## config.mk

```make
export PLATFORM = sky130hd
export DESIGN_NAME = lincls_scorer
export DESIGN_NICKNAME = d
export VERILOG_FILES = /design/src/rtl/lcs_pkg.sv /design/src/rtl/lcs_ctrl.sv /design/src/rtl/lcs_mac_lane.sv /design/src/rtl/lcs_argmax.sv /design/src/rtl/lincls_scorer.sv
export SDC_FILE = /design/constraint.sdc
export NUM_CORES = 2
export LEC_CHECK = 0
export BUFFER_PORTS_ARGS = -buffer_cell sky130_fd_sc_hd__buf_2
export CORE_UTILIZATION = 65
export CTS_BUF_LIST = sky130_fd_sc_hd__clkbuf_16
export DETAILED_ROUTE_END_ITERATION = 10
export HOLD_SLACK_MARGIN = 0.02
export PLACE_DENSITY = 0.86
export RECOVER_POWER = 25
export SETUP_SLACK_MARGIN = 0.15
export SKIP_CTS_REPAIR_TIMING = 1
export SKIP_LAST_GASP = 1
export SYNTH_ARGS = -nofsm -noshare
export SYNTH_HDL_FRONTEND = slang
export SYNTH_HIERARCHICAL = 1
export SYNTH_SLANG_ARGS = --single-unit
```

## constraint.sdc

```tcl
create_clock -name clk -period 10.6 [get_ports clk]
set_clock_uncertainty 0.1 [all_clocks]
set_input_delay 0.53 -clock clk [delete_from_list [all_inputs] [get_ports clk]]
set_output_delay 0.53 -clock clk [all_outputs]
set_load 0.1 [all_outputs]
```

## src/rtl/lcs_pkg.sv

```systemverilog
package lcs_pkg;

    typedef enum logic [2:0] {
        ST_IDLE,
        ST_ACCUM,
        ST_BIAS,
        ST_SCAN,
        ST_FINISH
    } lcs_state_e;

    // Index width that stays at least one bit for a count of one.
    function automatic int lcs_idx_w(input int count);
        return (count > 1) ? $clog2(count) : 1;
    endfunction

endpackage

```

## src/rtl/lcs_ctrl.sv

```systemverilog
module lcs_ctrl
    import lcs_pkg::*;
#(
    parameter int NUM_FEAT  = 16,
    parameter int NUM_CLASS = 3,
    parameter int FEAT_AW   = lcs_idx_w(NUM_FEAT),
    parameter int CLS_W     = lcs_idx_w(NUM_CLASS)
) (
    input  logic               clk,
    input  logic               rst_n,
    input  logic               start,
    input  logic               pix_valid,
    output logic               clr,
    output logic               mac_en,
    output logic               bias_en,
    output logic               step,
    output logic               first,
    output logic [FEAT_AW-1:0] feat_idx,
    output logic [CLS_W-1:0]   scan_idx,
    output logic               done
);

    localparam logic [FEAT_AW-1:0] LAST_FEAT = FEAT_AW'(NUM_FEAT - 1);
    localparam logic [CLS_W-1:0]   LAST_CLS  = CLS_W'(NUM_CLASS - 1);

    lcs_state_e state, state_nx;
    logic last_feat, last_cls;

    assign last_feat = (feat_idx == LAST_FEAT);
    assign last_cls  = (scan_idx == LAST_CLS);

    // State register
    always_ff @(posedge clk or negedge rst_n) begin
        if (!rst_n) begin
            state <= ST_IDLE;
        end else begin
            state <= state_nx;
        end
    end

    // Next-state decision
    always_comb begin
        state_nx = state;
        if (start) begin
            state_nx = ST_ACCUM;
        end else begin
            unique case (state)
                ST_IDLE:   state_nx = ST_IDLE;
                ST_ACCUM:  if (pix_valid && last_feat) state_nx = ST_BIAS;
                ST_BIAS:   state_nx = ST_SCAN;
                ST_SCAN:   if (last_cls) state_nx = ST_FINISH;
                ST_FINISH: state_nx = ST_IDLE;
                default:   state_nx = ST_IDLE;
            endcase
        end
    end

    // Pixel and class indices
    always_ff @(posedge clk or negedge rst_n) begin
        if (!rst_n) begin
            feat_idx <= '0;
            scan_idx <= '0;
        end else begin
            if (start) begin
                feat_idx <= '0;
            end else if (state == ST_ACCUM && pix_valid) begin
                feat_idx <= last_feat ? '0 : feat_idx + 1'b1;
            end

            if (start || state == ST_BIAS) begin
                scan_idx <= '0;
            end else if (state == ST_SCAN) begin
                scan_idx <= last_cls ? '0 : scan_idx + 1'b1;
            end
        end
    end

    // Outputs decoded from the state
    always_comb begin
        clr     = start;
        mac_en  = 1'b0;
        bias_en = 1'b0;
        step    = 1'b0;
        done    = 1'b0;
        first   = (scan_idx == '0);
        unique case (state)
            ST_IDLE:   ;
            ST_ACCUM:  mac_en  = pix_valid && !start;
            ST_BIAS:   bias_en = !start;
            ST_SCAN:   step    = !start;
            ST_FINISH: done    = 1'b1;
            default:   ;
        endcase
    end

endmodule

```

## src/rtl/lcs_mac_lane.sv

```systemverilog
module lcs_mac_lane #(
    parameter int PIX_W = 8,
    parameter int WGT_W = 16,
    parameter int ACC_W = 32
) (
    input  logic                    clk,
    input  logic                    rst_n,
    input  logic                    clr,
    input  logic                    mac_en,
    input  logic                    bias_en,
    input  logic [PIX_W-1:0]        pix,
    input  logic signed [WGT_W-1:0] wgt,
    input  logic signed [ACC_W-1:0] bias,
    output logic signed [ACC_W-1:0] acc
);

    localparam int PROD_W = PIX_W + 1 + WGT_W;
    localparam int EXT_W  = ACC_W + 2;
    localparam logic signed [EXT_W-1:0] SAT_HI = EXT_W'((longint'(1) <<< (ACC_W - 1)) - 1);
    localparam logic signed [EXT_W-1:0] SAT_LO = -SAT_HI - EXT_W'(1);

    logic signed [PROD_W-1:0] prod;
    logic signed [EXT_W-1:0]  addend;
    logic signed [EXT_W-1:0]  sum;
    logic signed [ACC_W-1:0]  clamped;

    // Pixel is unsigned: a zero sign bit is prepended before the signed multiply.
    assign prod = $signed({1'b0, pix}) * wgt;

    always_comb begin
        addend = bias_en ? EXT_W'(bias) : EXT_W'(prod);
        sum    = EXT_W'(acc) + addend;
        if (sum > SAT_HI) begin
            clamped = ACC_W'(SAT_HI);
        end else if (sum < SAT_LO) begin
            clamped = ACC_W'(SAT_LO);
        end else begin
            clamped = ACC_W'(sum);
        end
    end

    always_ff @(posedge clk or negedge rst_n) begin
        if (!rst_n) begin
            acc <= '0;
        end else if (clr) begin
            acc <= '0;
        end else if (mac_en || bias_en) begin
            acc <= clamped;
        end
    end

endmodule

```

## src/rtl/lcs_argmax.sv

```systemverilog
module lcs_argmax #(
    parameter int NUM_CLASS = 3,
    parameter int ACC_W     = 32,
    parameter int CLS_W     = 2
) (
    input  logic                       clk,
    input  logic                       rst_n,
    input  logic                       step,
    input  logic                       first,
    input  logic [CLS_W-1:0]           scan_idx,
    input  logic [NUM_CLASS*ACC_W-1:0] scores,
    output logic [CLS_W-1:0]           label
);

    localparam int SLOTS = 1 << CLS_W;

    logic signed [ACC_W-1:0] slot_v [SLOTS];
    logic signed [ACC_W-1:0] cand;
    logic signed [ACC_W-1:0] best_val;

    for (genvar g = 0; g < SLOTS; g++) begin : g_slot
        if (g < NUM_CLASS) begin : g_real
            assign slot_v[g] = scores[g*ACC_W +: ACC_W];
        end else begin : g_pad
            assign slot_v[g] = '0;
        end
    end

    assign cand = slot_v[scan_idx];

    // Strict comparison keeps the earlier (lower) index on equal scores.
    always_ff @(posedge clk or negedge rst_n) begin
        if (!rst_n) begin
            best_val <= '0;
            label    <= '0;
        end else if (step && (first || cand > best_val)) begin
            best_val <= cand;
            label    <= scan_idx;
        end
    end

endmodule

```

## src/rtl/lincls_scorer.sv

```systemverilog
module lincls_scorer
    import lcs_pkg::*;
#(
    parameter int NUM_CLASS = 3,
    parameter int NUM_FEAT  = 16,
    parameter int PIX_W     = 8,
    parameter int WGT_W     = 16,
    parameter int ACC_W     = 32,
    localparam int FEAT_AW  = lcs_idx_w(NUM_FEAT),
    localparam int CLS_W    = lcs_idx_w(NUM_CLASS)
) (
    input  logic                       clk,
    input  logic                       rst_n,
    input  logic                       start,
    input  logic                       pix_valid,
    input  logic [PIX_W-1:0]           pix_data,
    output logic [FEAT_AW-1:0]         wgt_addr,
    input  logic [NUM_CLASS*WGT_W-1:0] wgt_data,
    input  logic [NUM_CLASS*ACC_W-1:0] bias_data,
    output logic [NUM_CLASS*ACC_W-1:0] scores,
    output logic [CLS_W-1:0]           label,
    output logic                       done
);

    logic             clr, mac_en, bias_en, step, first;
    logic [CLS_W-1:0] scan_idx;

    lcs_ctrl #(
        .NUM_FEAT (NUM_FEAT),
        .NUM_CLASS(NUM_CLASS),
        .FEAT_AW  (FEAT_AW),
        .CLS_W    (CLS_W)
    ) u_ctrl (
        .clk      (clk),
        .rst_n    (rst_n),
        .start    (start),
        .pix_valid(pix_valid),
        .clr      (clr),
        .mac_en   (mac_en),
        .bias_en  (bias_en),
        .step     (step),
        .first    (first),
        .feat_idx (wgt_addr),
        .scan_idx (scan_idx),
        .done     (done)
    );

    for (genvar c = 0; c < NUM_CLASS; c++) begin : g_lane
        lcs_mac_lane #(
            .PIX_W(PIX_W),
            .WGT_W(WGT_W),
            .ACC_W(ACC_W)
        ) u_lane (
            .clk    (clk),
            .rst_n  (rst_n),
            .clr    (clr),
            .mac_en (mac_en),
            .bias_en(bias_en),
            .pix    (pix_data),
            .wgt    (wgt_data[c*WGT_W +: WGT_W]),
            .bias   (bias_data[c*ACC_W +: ACC_W]),
            .acc    (scores[c*ACC_W +: ACC_W])
        );
    end

    lcs_argmax #(
        .NUM_CLASS(NUM_CLASS),
        .ACC_W    (ACC_W),
        .CLS_W    (CLS_W)
    ) u_argmax (
        .clk     (clk),
        .rst_n   (rst_n),
        .step    (step),
        .first   (first),
        .scan_idx(scan_idx),
        .scores  (scores),
        .label   (label)
    );

endmodule

```

==> results.md <==
| Group | Item | This run |
| --- | --- | --- |
| sta | Upper clock frequency limit | 0.115 GHz |
| sta | Final critical delay including setup and external delays | 8.72 ns |
| min path | Worst hold path class | in -> reg |
| synth | Yosys warns | 6 |
| setup path | Worst Path Arrival | 8.98 ns |
| global routing | Vias in the first global route | 24,900 |
| clocking | Number of buffers inserted during clock tree synthesis | 17 |
| setup path | CP Data Required Time | 10.86 ns |
| min path | Hold Crit Depth | 4 |
| finish | Filler cell count in the final layout | 3,520 |
| detailed routing | Total wire length after detailed routing | 78,600 um |
| sta | Final setup viols | 0 |
| detailed routing | Number of detailed-routing iterations run before antenna repair | 10 |
| detailed routing | Wire length the detailed router placed on met1 | 31,600 um |
| setup path | Critical path class | in -> reg |
| detailed routing | Routed wirelength normalized by instance count | 18.7 um |
| synth | Post-synthesis sequential area ratio | 0.122 |
| finish | Most common cell after layout, fill and taps aside | sky130_fd_sc_hd__inv_1 |
| setup path | Worst path most repeated cell | sky130_fd_sc_hd__a21o_1 |
| detailed routing | Routed vias | 25,600 |
| clocking | TritonCTS Sinks | 139 |
| place | Buffers on Ports | 258 |
| synth | Synthesized Nets | 4,185 |
| setup path | Kind of start point of the critical path | primary input |
| global routing | Global route total overflow | 0 |
| sta | Number of hold violations in the final report | 0 |
| global routing | Number of antenna violations at the first check in global routing | 1 |
| sta | Unrepaired setup endpoints after global routing | no |
| synth | Ys async rst share | 1.00 |
| die | Die height | 211 um |
| status | Run status | finished with violations |
| global routing | Maximum number of pins on one net before global-route repair | 103 |
| finish | Layout area overhead | 7.13% |
| finish | Nets | 4,342 |
| setup path | Buf/Inv on CP | 4 |
| die | Top-Level Pins | 259 |
| setup path | Critical Path Fanout Max | 48 |
| synth | Synthesized area divided by synthesized cell count | 8.29 um2 |
| global routing | Global-route wire length before repair | 127,000 um |
| die | DIE AREA | 0.0447 mm2 |
| min path | Hold_sp | pix_valid |
| detailed routing | Iter 0 DRT Violations | 2,592 |
| setup path | Launch point of the worst reg-to-reg path | u_ctrl/state[2] |
| job | Number of maximum-capacitance constraint violations | 1 |
| clocking | Clock-pin slew of the registers on the worst-case setup and hold paths | 0.07 ns |
| place | Global placer's final weighted congestion | 0.965 |
| sta | Post-Route Setup TNS | 0 ns |
| synth | Most used DFF post-synth | sky130_fd_sc_hd__dfrtp_1 |
| status | Violated checks | design-rule violations, max-capacitance violations, max-slew violations |
| sta | Relative slew margins | -2.41 |
| clocking | Deepest level of the CTS H-tree | 4 |
| setup path | Critical path's largest stage delay | 0.81 ns |
| die | Std-Cell Core Area | 0.0432 mm2 |
| setup path | Cells on worst reg2reg path | 17 |
| finish | Share of final-layout standard cells stronger than drive strength 1 | 0.114 |
| sta | Count of pins over their slew limit | 96 |
| clocking | Root buffer cell | sky130_fd_sc_hd__clkbuf_16 |
| sta | Final critical-path share of the clock period | 0.823 |
| setup path | Destination of the worst register-to-register timing path | g_lane[0].u_lane/acc[14] |
| die | Initial core utilization | 0.660 |
| detailed routing | Drc violations | 1 |
| clocking | Clk Latency, worst-skew pair | 0.43 ns |
| setup path | Slowest cell on the critical path | sky130_fd_sc_hd__buf_2 |
| sta | Worst-margin pin slew | 5.12 ns |
| detailed routing | Mean number of vias per cell | 6.10 |
| finish | Top library cells by usage in the layout, fill and taps aside | sky130_fd_sc_hd__inv_1, sky130_fd_sc_hd__nand2_1, sky130_fd_sc_hd__fa_1 |
| place | Post-detail-place hpwl | 62,400 um |
| synth | Cell count after synthesis | 3,441 |
| setup path | Endpoint kind of the worst setup timing path | flip-flop |
| global routing | GRT Total Usage | 0.360 |
| synth | Number of distinct library cell variants in the gate-level netlist after synthesis | 107 |
| setup path | Crit-path leading delay family | compound AO/OA/AOI/OAI gates |
| die | Die width | 211 um |
| setup path | Setup slack on the worst flop-to-flop path | 4.78 ns |
| min path | Worst Hold Endpoint | u_ctrl/state[1] |
| finish | Diode count | 0 |
| detailed routing | Residual antenna-violating net count after detailed routing | 0 |
| die | Standard-cell row count | 76 |
| detailed routing | WL met3 | 7280 um |
| clocking | Clock tree buffer depth | 2 |
| detailed routing | Highest routed layer | met5 |
| synth | Flip-flop and latch count after synthesis | 139 |
| synth | Number of enable-type register cells in the synthesized netlist | 0 |
| detailed routing | DR WL met2 | 35,800 um |
| synth | Synthesized cell area | 0.0285 mm2 |
| clocking | Clock tree from TritonCTS | yes |
## synth_stat cells, drive strengths merged (4+ instances only)
cell,count,share of area
and3,18,0.0040
a2111oi,8,0.0042
or2,5,0.0011
nor3b,10,0.0026
xnor2,83,0.026
a21o,67,0.018
or3,7,0.0015
a31oi,43,0.0094
o211ai,47,0.016
o311ai,10,0.0036
nand2,354,0.047
a21oi,210,0.038
o21ai,137,0.025
o21a,19,0.0050
o21bai,18,0.0047
fa,309,0.22
o41ai,7,0.0031
ha,279,0.12
a2bb2oi,7,0.0028
mux2,19,0.0075
nand2b,26,0.0057
clkbuf,82,0.012
nor2b,14,0.0031
a22oi,7,0.0020
nand3b,6,0.0016
nand3,81,0.015
a211o,39,0.012
or4,8,0.0022
nor3,37,0.0065
inv,584,0.077
o221a,4,0.0016
o31ai,14,0.0040
and2,235,0.052
buf,56,0.015
a211oi,25,0.0068
a41oi,5,0.0015
a221o,55,0.019
xor2,54,0.017
o2111ai,4,0.0018
dfrtp,139,0.12
nor2,165,0.022
mux2i,37,0.013
nand4,56,0.013
## registers in the layout (all words and copies together) (netlist names)
signal,flops
g_lane.u_lane/acc,96
u_argmax/label,2
u_argmax/best_val,32
u_ctrl/feat_idx,4
u_ctrl/scan_idx,2
u_ctrl/state,3
## per-layer routing
metal  global-route usage  up-vias
met5                    0        -
met4                0.161        2
met3               0.0765      205
met2                0.572     1176
met1                0.472    12400
li1                     -    11900
## cell families after synthesis
group,after synthesis,synth area share
AND/OR/NAND/NOR,1038,0.182
AO/OA/AOI/OAI,758,0.189
flip-flops,139,0.122
multiplexers,56,0.0205
buffers and inverters,725,0.105
adder cells (fa/ha/maj),588,0.339
XOR/XNOR,137,0.0424
## how the worst max path moves through the flow
stage	slack, ns	start	endpoint	depth (start not counted)
5_1_grt	1.29	pix_data[2]	g_lane[0].u_lane/acc[14]	27
2_1_floorplan	3.08	pix_data[2]	g_lane[1].u_lane/acc[9]	32
3_5_place_dp	1.61	pix_data[2]	g_lane[1].u_lane/acc[9]	29
6_report	1.88	pix_data[2]	g_lane[1].u_lane/acc[29]	29
3_3_place_gp	1.85	pix_data[2]	g_lane[0].u_lane/acc[21]	27
4_1_cts	2.02	pix_data[2]	g_lane[1].u_lane/acc[29]	29
## worst reg2reg max path, cell delays in order, from the launching register on
cell and delay (ns):
sky130_fd_sc_hd__dfrtp_1 0.45, sky130_fd_sc_hd__nand2b_1 0.27, sky130_fd_sc_hd__nor3_2 0.18, sky130_fd_sc_hd__buf_4 0.43, sky130_fd_sc_hd__buf_4 0.51, sky130_fd_sc_hd__nand2_1 0.09
sky130_fd_sc_hd__o21ai_0 0.29, sky130_fd_sc_hd__ha_1 0.32, sky130_fd_sc_hd__inv_1 0.07, sky130_fd_sc_hd__fa_1 0.37, sky130_fd_sc_hd__nor2b_1 0.25, sky130_fd_sc_hd__o2111ai_1 0.20
sky130_fd_sc_hd__nand3_1 0.23, sky130_fd_sc_hd__nand4b_1 0.18, sky130_fd_sc_hd__a21oi_1 0.40, sky130_fd_sc_hd__o211ai_1 0.20, sky130_fd_sc_hd__a2bb2oi_4 0.88, sky130_fd_sc_hd__o211ai_1 0.25
## area by class of cell
class	count	area (um2)	area share
Clock buffer	17	425	0.0139
Clock inverter	15	156	0.00512
Inverter	584	2190	0.0718
Multi-Input combinational cell	2577	22100	0.724
Sequential cell	139	3480	0.114
Tap cell	585	732	0.0240
Timing Repair Buffer	279	1450	0.0474
## through the flow
step / std cells / instance area, um2 / setup WS, ns / util / hold slack [ns]
floorplan: 3441 / 28500 / 3.08 / - / 0.134
global placement: 4164 / 30000 / 1.85 / 0.694 / 0.426
detailed placement: 4164 / 30000 / 1.61 / 0.694 / 0.431
CTS: 4196 / 30600 / 2.02 / 0.708 / 0.122
global route: 4196 / 30500 / 1.29 / 0.707 / 0.439
finish: 4196 / 30500 / 1.88 / 0.707 / 0.437
Power is left out: the tool's default activity adds up to more than one toggle a clock period on the data nets, which glitch-free logic cannot reach.
